## src/rtl/phy_seq_pkg.sv

```systemverilog
// Package: shared state type, register indices and path decision for the
// PHY clock-mode sequencer. Assumes a 32-bit register file of three entries.
package phy_seq_pkg;

    typedef enum logic [3:0] {
        ST_IDLE, ST_DLLOFF, ST_OTAP, ST_CHOFF, ST_FREQ, ST_TRIM, ST_DLLON,
        ST_POLL, ST_CHON, ST_ITAP, ST_CBUF, ST_DONE, ST_FAIL
    } seq_state_t;

    localparam int REG_W  = 32;
    localparam int NREGS  = 3;
    localparam int RADR_W = 2;

    localparam logic [RADR_W-1:0] RA_DLL  = 2'd0;
    localparam logic [RADR_W-1:0] RA_TAP  = 2'd1;
    localparam logic [RADR_W-1:0] RA_MODE = 2'd2;

    localparam logic [3:0] MODE_SDR25 = 4'd4;
    localparam logic [3:0] MODE_HS400 = 4'd10;
    localparam logic [1:0] FC_200     = 2'd0;
    localparam logic [1:0] FC_100     = 2'd1;
    localparam logic [1:0] FC_SLOW    = 2'd3;

    // Locked-DLL operation only for fast modes at a clock of 50 MHz or more
    function automatic logic use_dll(logic [3:0] m, logic [1:0] f);
        return (m > MODE_SDR25) && (f != FC_SLOW);
    endfunction

endpackage

```

## src/rtl/phy_seq_regs.sv

```systemverilog
// Masked-write PHY control register file. One write per cycle; bits outside
// the mask keep their value. Assumes write data is zero outside the mask.
module phy_seq_regs #(
    parameter int W  = 32,
    parameter int N  = 3,
    parameter int AW = 2
) (
    input  logic           clk,
    input  logic           rst_n,
    input  logic           we,
    input  logic [AW-1:0]  addr,
    input  logic [W-1:0]   mask,
    input  logic [W-1:0]   data,
    output logic [N*W-1:0] q
);
    for (genvar k = 0; k < N; k++) begin : g_reg
        logic [W-1:0] r;
        // Update one register with the masked write data
        always_ff @(posedge clk) begin
            if (!rst_n)
                r <= '0;
            else if (we && addr == AW'(k))
                r <= (r & ~mask) | (data & mask);
        end
        assign q[k*W +: W] = r;
    end
endmodule

```

## src/rtl/phy_seq_fsm.sv

```systemverilog
// Control FSM: accepts a request when idle, latches mode and clock code,
// walks the fixed write order for the chosen path and times the DLL wait.
// Assumes poll_limit stays stable while busy.
module phy_seq_fsm
    import phy_seq_pkg::*;
#(
    parameter int TMO_W = 16
) (
    input  logic             clk,
    input  logic             rst_n,
    input  logic             req,
    input  logic [3:0]       mode,
    input  logic [1:0]       freq_code,
    input  logic [TMO_W-1:0] poll_limit,
    input  logic             dll_ready,
    output seq_state_t       st,
    output logic [3:0]       cur_mode,
    output logic [1:0]       cur_fc,
    output logic             busy,
    output logic             done,
    output logic             err
);
    localparam logic [TMO_W-1:0] ONE = TMO_W'(1);

    logic [TMO_W-1:0] cnt;
    logic             dll_path;

    assign dll_path = use_dll(cur_mode, cur_fc);

    // Advance through the write order and count DLL wait cycles
    always_ff @(posedge clk) begin
        if (!rst_n) begin
            st       <= ST_IDLE;
            cur_mode <= '0;
            cur_fc   <= '0;
            cnt      <= '0;
        end else begin
            case (st)
                ST_IDLE: if (req) begin
                    st       <= ST_DLLOFF;
                    cur_mode <= mode;
                    cur_fc   <= freq_code;
                end
                ST_DLLOFF: st <= ST_OTAP;
                ST_OTAP:   st <= dll_path ? ST_CHOFF : ST_CHON;
                ST_CHOFF:  st <= ST_FREQ;
                ST_FREQ:   st <= ST_TRIM;
                ST_TRIM:   st <= ST_DLLON;
                ST_DLLON: begin
                    st  <= ST_POLL;
                    cnt <= '0;
                end
                ST_POLL: begin
                    if (dll_ready)                st  <= ST_CBUF;
                    else if (cnt + ONE >= poll_limit) st <= ST_FAIL;
                    else                          cnt <= cnt + ONE;
                end
                ST_CHON:  st <= ST_ITAP;
                ST_ITAP:  st <= ST_CBUF;
                ST_CBUF:  st <= ST_DONE;
                default:  st <= ST_IDLE;
            endcase
        end
    end

    assign busy = (st != ST_IDLE);
    assign done = (st == ST_DONE);
    assign err  = (st == ST_FAIL);


    busy_hold_chk: assert property (@(posedge clk) disable iff (!rst_n)
        busy && !done && !err |=> busy);

    err_after_wait_chk: assert property (@(posedge clk) disable iff (!rst_n)
        err |-> $past(st == ST_POLL && !dll_ready));

    done_err_excl_chk: assert property (@(posedge clk) disable iff (!rst_n)
        !(done && err));

    wait_bound_chk: assert property (@(posedge clk) disable iff (!rst_n)
        st == ST_POLL |-> (cnt < poll_limit) || (poll_limit == '0));
endmodule

```

## src/rtl/phy_seq_wgen.sv

```systemverilog
// Write encoder: turns the FSM state and latched request into one masked
// register write. Purely combinational; data is zero outside the mask.
module phy_seq_wgen
    import phy_seq_pkg::*;
#(
    parameter bit FREQ_2BIT = 1'b1,
    parameter bit STRB_4BIT = 1'b1
) (
    input  seq_state_t        st,
    input  logic [3:0]        cur_mode,
    input  logic [1:0]        cur_fc,
    input  logic [3:0]        otap_sel,
    input  logic [4:0]        itap_sel,
    input  logic [3:0]        trim,
    input  logic [2:0]        drive,
    input  logic [7:0]        strobe_sel,
    input  logic [2:0]        clkbuf_sel,
    output logic              wr_en,
    output logic [RADR_W-1:0] wr_addr,
    output logic [REG_W-1:0]  wr_mask,
    output logic [REG_W-1:0]  wr_data
);
    localparam logic [REG_W-1:0] STRB_MASK = STRB_4BIT ? 32'h0F00_0000 : 32'hFF00_0000;

    logic otap_en;
    assign otap_en = (cur_mode > MODE_SDR25);

    // Encode the write belonging to the current step
    always_comb begin
        wr_en   = 1'b1;
        wr_addr = RA_DLL;
        wr_mask = '0;
        wr_data = '0;
        case (st)
            ST_DLLOFF: begin wr_addr = RA_DLL; wr_mask = 32'h1; end
            ST_OTAP: begin
                wr_addr = RA_TAP;
                wr_mask = 32'h1F;
                wr_data = {27'b0, otap_en, otap_sel};
                if (cur_mode == MODE_HS400) begin
                    wr_mask = wr_mask | STRB_MASK;
                    wr_data = wr_data | ({strobe_sel, 24'b0} & STRB_MASK);
                end
            end
            ST_CHOFF: begin wr_addr = RA_MODE; wr_mask = 32'h30; end
            ST_FREQ: begin
                wr_addr = RA_MODE;
                if (FREQ_2BIT) begin
                    wr_mask = 32'h300;
                    wr_data = (cur_fc == FC_200) ? 32'h0 :
                              (cur_fc == FC_100) ? 32'h200 : 32'h100;
                end else begin
                    wr_mask = 32'h700;
                    wr_data = (cur_fc == FC_200) ? 32'h0 : 32'h400;
                end
            end
            ST_TRIM: begin
                wr_addr = RA_DLL;
                wr_mask = 32'h7F0;
                wr_data = {21'b0, drive, trim, 4'b0};
            end
            ST_DLLON: begin wr_addr = RA_DLL; wr_mask = 32'h1; wr_data = 32'h1; end
            ST_CHON:  begin wr_addr = RA_MODE; wr_mask = 32'h30; wr_data = 32'h30; end
            ST_ITAP: begin
                wr_addr = RA_TAP;
                wr_mask = 32'h1F00;
                wr_data = {19'b0, itap_sel, 8'b0};
            end
            ST_CBUF: begin
                wr_addr = RA_MODE;
                wr_mask = 32'h7;
                wr_data = {29'b0, clkbuf_sel};
            end
            default: wr_en = 1'b0;
        endcase
    end
endmodule

```

## src/rtl/phy_clkcfg_seq.sv

```systemverilog
// Top: PHY clock-mode configuration sequencer. Joins the FSM, the write
// encoder and the control register file. Assumes configuration inputs are
// held stable from request until done or err.
module phy_clkcfg_seq
    import phy_seq_pkg::*;
#(
    parameter int TMO_W     = 16,
    parameter bit FREQ_2BIT = 1'b1,
    parameter bit STRB_4BIT = 1'b1
) (
    input  logic             clk,
    input  logic             rst_n,
    input  logic             req,
    input  logic [3:0]       mode,
    input  logic [1:0]       freq_code,
    input  logic [3:0]       otap_sel,
    input  logic [4:0]       itap_sel,
    input  logic [3:0]       trim,
    input  logic [2:0]       drive,
    input  logic [7:0]       strobe_sel,
    input  logic [2:0]       clkbuf_sel,
    input  logic [TMO_W-1:0] poll_limit,
    input  logic             dll_ready,
    output logic             busy,
    output logic             done,
    output logic             err,
    output logic             wr_en,
    output logic [1:0]       wr_addr,
    output logic [31:0]      wr_mask,
    output logic [31:0]      wr_data,
    output logic [31:0]      ctl_dll,
    output logic [31:0]      ctl_tap,
    output logic [31:0]      ctl_mode
);
    seq_state_t             st;
    logic [3:0]             cur_mode;
    logic [1:0]             cur_fc;
    logic [NREGS*REG_W-1:0] regs_q;

    phy_seq_fsm #(.TMO_W(TMO_W)) u_fsm (
        .clk(clk), .rst_n(rst_n), .req(req), .mode(mode), .freq_code(freq_code),
        .poll_limit(poll_limit), .dll_ready(dll_ready), .st(st),
        .cur_mode(cur_mode), .cur_fc(cur_fc), .busy(busy), .done(done), .err(err)
    );

    phy_seq_wgen #(.FREQ_2BIT(FREQ_2BIT), .STRB_4BIT(STRB_4BIT)) u_wgen (
        .st(st), .cur_mode(cur_mode), .cur_fc(cur_fc), .otap_sel(otap_sel),
        .itap_sel(itap_sel), .trim(trim), .drive(drive), .strobe_sel(strobe_sel),
        .clkbuf_sel(clkbuf_sel), .wr_en(wr_en), .wr_addr(wr_addr),
        .wr_mask(wr_mask), .wr_data(wr_data)
    );

    phy_seq_regs #(.W(REG_W), .N(NREGS), .AW(RADR_W)) u_regs (
        .clk(clk), .rst_n(rst_n), .we(wr_en), .addr(wr_addr),
        .mask(wr_mask), .data(wr_data), .q(regs_q)
    );

    assign ctl_dll  = regs_q[0*REG_W +: REG_W];
    assign ctl_tap  = regs_q[1*REG_W +: REG_W];
    assign ctl_mode = regs_q[2*REG_W +: REG_W];


    tap_write_dll_off_chk: assert property (@(posedge clk) disable iff (!rst_n)
        wr_en && wr_addr == RA_TAP |-> !ctl_dll[0]);

    done_after_cbuf_chk: assert property (@(posedge clk) disable iff (!rst_n)
        done |-> $past(wr_en && wr_addr == RA_MODE && wr_mask == 32'h7));

    chain_keeps_dll_off_chk: assert property (@(posedge clk) disable iff (!rst_n)
        wr_en && wr_addr == RA_MODE && wr_mask == 32'h30 && wr_data == 32'h30 |-> !ctl_dll[0]);
endmodule

```

## config.mk

```make
export PLATFORM = sky130hd
export DESIGN_NAME = phy_clkcfg_seq
export DESIGN_NICKNAME = d
export VERILOG_FILES = /design/src/rtl/phy_seq_pkg.sv /design/src/rtl/phy_seq_regs.sv /design/src/rtl/phy_seq_fsm.sv /design/src/rtl/phy_seq_wgen.sv /design/src/rtl/phy_clkcfg_seq.sv
export SDC_FILE = /design/constraint.sdc
export NUM_CORES = 1
export LEC_CHECK = 0
export BUFFER_PORTS_ARGS = -buffer_cell sky130_fd_sc_hd__buf_2
export CORE_ASPECT_RATIO = 0.5
export CORE_MARGIN = 1
export CORE_UTILIZATION = 46
export CTS_BUF_LIST = sky130_fd_sc_hd__clkbuf_16
export DETAILED_ROUTE_END_ITERATION = 10
export MAX_ROUTING_LAYER = met4
export PLACE_DENSITY = 0.81
export SLEW_MARGIN = 0
export SYNTH_ARGS = -nofsm -noshare
export SYNTH_HDL_FRONTEND = slang
export SYNTH_SLANG_ARGS = --single-unit
```

## constraint.sdc

```tcl
create_clock -name clk -period 3.3 [get_ports clk]
set_clock_uncertainty 0.2 [all_clocks]
set_input_delay 0.825 -clock clk [delete_from_list [all_inputs] [get_ports clk]]
set_output_delay 0.825 -clock clk [all_outputs]
set_load 0.005 [all_outputs]
```

==> flow_metrics.py <==
metrics = {
    "global_routing": {
        "grt_pass1_wl_um": 15500,
        "grt_start_max_net_pins": 33,
        "track_usage_pct": 20.5,
        "grt_pass1_vias": 3261,
        "antenna_found_initial": 0,
        "grt.overflow.total": 0,
    },
    "die": {
        "die_height_um": 70.7,
        "initial_utilization_pct": 48.7,
        "die_x_um": 139,
        "core.rowCount": 24,
        "dieArea_mm2": 0.00986,
        "boundaryPins": 219,
        "core_area_mm2": 0.00892,
    },
    "power_and_ir_drop": {
        "finalPower_w": 0.00213,
        "peakVddDrop_uv": 255,
        "p_per_area_mw_per_mm2": 410,
        "leakagePower_nw": 2.68,
    },
    "placement": {
        "dp_cells": 783,
        "numPortBuffers": 139,
        "placed_area_mm2": 0.00486,
        "finalWeightedCongestion": 0.820,
        "dp_hpwl_um": 7380,
    },
    "logic_synthesis": {
        "synth_cell_types": 50,
        "syn-cell-area_mm2": 0.00434,
        "synth_seq_cells": 77,
        "seq_area_frac_synth_pct": 35.5,
        "synth_area_leaders": "dfxtp_1 35%, buf_4 15%, nand2_1 6.0%, a21oi_1 5.9%, ha_1 4.9%",
        "synth_top_area_share_pct": 35.5,
        "synth_area_per_cell_um2": 8.02,
        "synth_area_leader_cell": "dfxtp_1",
        "yosys_warnings": 0,
        "syn_inst": 542,
    },
    "clocking": {
        "h-tree-depth": 3,
        "path_clk_slew_ps": 60,
        "clock_tree.root_cell": "clkbuf_16",
        "cts_tree": "yes",
        "cts_buffer_depth": 2,
        "cts_made_buffers": 9,
        "clk_latency_ps": 340,
        "cts.sink_count": 77,
    },
    "status": {
        "outcome": "completed",
    },
    "setup_path": {
        "crit_path_max_fanout": 7,
        "worstPathRequired_ps": 3330,
        "crit_type": "reg2reg",
        "critPathCaptureType": "flip-flop",
        "cp_data_arrival_time_ps": 3120,
        "critical_path.startpoint_type": "flip-flop",
    },
    "final_layout": {
        "final_cell_area_mm2": 0.00519,
        "drive_gt1_share_pct": 28.2,
        "fin_util_pct": 58.2,
        "n_antenna_cell": 0,
        "fin_nets": 750,
        "syn_to_final_growth_pct": 19.6,
        "fillCellCount": 831,
        "layout.cells.non_filler": 802,
    },
    "timing": {
        "period_share_pct": 93.6,
        "rsz0062_at_grt": "no",
        "final.setup.tns_ps": 0,
        "final_max_slew_viol_count": 0,
        "max_freq_mhz": 324,
        "period_minus_slack_ps": 3090,
        "finalHoldViolCount": 0,
        "tightest_slew_ps": 624,
        "setup_viol": 0,
        "slew_headroom_pct": 58.2,
    },
    "drt": {
        "dr.pass1.iters": 4,
        "drc": 0,
        "post_drt_wl_per_cell_um": 12.3,
        "initialDrtViolationCount": 213,
        "vias": 3830,
        "wirelength_um": 9870,
        "vias_per_cell": 4.78,
        "postRouteAntennaNets": 0,
    },
    "flow_run": {
        "maxCapViolations": 0,
    },
    "worst_hold_path": {
        "hold_class": "reg2reg",
    },
}
[cells in the mapped netlist (all sizes together)]
cell type	number
a21oi	51
a41o	1
o41ai	1
a31oi	2
o21ai	15
o2111a	1
and4	1
a32o	1
xnor2	11
o211a	1
nor2	36
o22ai	1
nor4	2
buf	94
mux2i	13
nand2	69
o31ai	2
ha	17
nand2b	8
and2	27
dfxtp	77
mux2	1
o21bai	2
or4bb	1
o21a	3
clkinv	1
or4	1
xor2	4
nand4	9
conb	1
nand3	30
a2111o	1
or2	1
or3	1
and3	2
nor2b	1
inv	27
o211ai	2
nor3	8
clkbuf	11
and2b	1
nand4b	2
a211oi	1
[report_power, final]
part / total [W] / switching (W) / internal, W
combinational: 0.000243 / 0.000144 / 0.0000991
sequential: 0.000966 / 0.0000176 / 0.000949
clock: 0.000917 / 0.000406 / 0.000511
total: 0.00213 / 0.000568 / 0.00156
[cell type report]
cell class              instances  area [um2]  share of cell area [%]
repair buffers                158         836                    16.1
multi-input cells             406        2280                    44.0
inverters                      28         105                    2.02
well taps                     117         146                    2.82
clock inverters                 7        50.0                   0.964
clock buffers                   9         225                    4.34
flip-flops and latches         77        1550                    29.8
[cells in the final DEF (no fill, tap or decap), types with 2 or more instances in the layout]
| master | n |
|---|---|
| buf_4 | 18 |
| mux2i_1 | 13 |
| buf_2 | 140 |
| o211ai_1 | 2 |
| and2_1 | 26 |
| o21ai_0 | 15 |
| nor2_1 | 32 |
| inv_1 | 27 |
| o21bai_1 | 2 |
| nand4b_1 | 2 |
| clkbuf_16 | 9 |
| nand2b_1 | 8 |
| nand3_2 | 2 |
| nor3_1 | 8 |
| ha_1 | 17 |
| a31oi_1 | 2 |
| nand4_1 | 9 |
| nand2_1 | 69 |
| dfxtp_2 | 5 |
| xor2_1 | 4 |
| and3_1 | 2 |
| xnor2_1 | 11 |
| a21oi_1 | 50 |
| clkinvlp_4 | 2 |
| nand3_1 | 27 |
| nor2_4 | 3 |
| dfxtp_1 | 72 |
| conb_1 | 75 |
| inv_6 | 2 |
| o31ai_1 | 2 |
| o21a_1 | 3 |
[cell families after synthesis]
| group | count (synthesis) | synth area share (%) |
|---|---|---|
| simple gates | 200 | 22.9 |
| buf+inv | 133 | 19.0 |
| compound gates | 85 | 11.3 |
| flops | 77 | 35.5 |
| fa+ha+maj | 17 | 4.90 |
| xor+xnor | 15 | 3.02 |
| mux | 14 | 3.25 |
| other cells | 1 | 0.0863 |
[repair_timing]
action	in CTS	in global routing
gates resized for setup	0	15
hold endpoints to repair	0	0
endpoints found under the setup margin	0	18
setup buffers	0	2
hold buffers	0	0
[layer usage]
layer	part of all wire, %	global-route usage, %	wire, um
met5	0	-	0
met4	0.90	7.78	89
met2	48	34.0	4720
met3	5.8	4.74	574
met1	45	24.3	4480
[metrics by stage]
stage	hold slack [ps]	setup slack, ps
floorplan	253	551
global placement	237	310
detailed placement	238	178
CTS	254	166
global route	262	26.8
finish	251	210
[path summary, 6_finish.rpt]
check	end	depth (start not counted)	startpoint	slack (ps)
hold / removal	flip-flop	1	flip-flop	250
setup reg to reg	u_fsm.cnt[15]	12	u_fsm.cnt[3]	210
hold reg to reg	flip-flop	1	flip-flop	250
setup / recovery	u_fsm.cnt[15]	12	u_fsm.cnt[3]	210
[worst max-delay path: stages (launching register included)]
cell	delay (ps)
dfxtp_2	390
nand4_1	250
nor2_4	220
nand3_1	150
xnor2_1	200
ha_1	280
a21oi_1	140
o21ai_0	140
nor4_4	250
o211ai_1	200
buf_4	210
buf_4	130
a41o_1	210
Note: power is estimated with default switching activity, not from simulation.
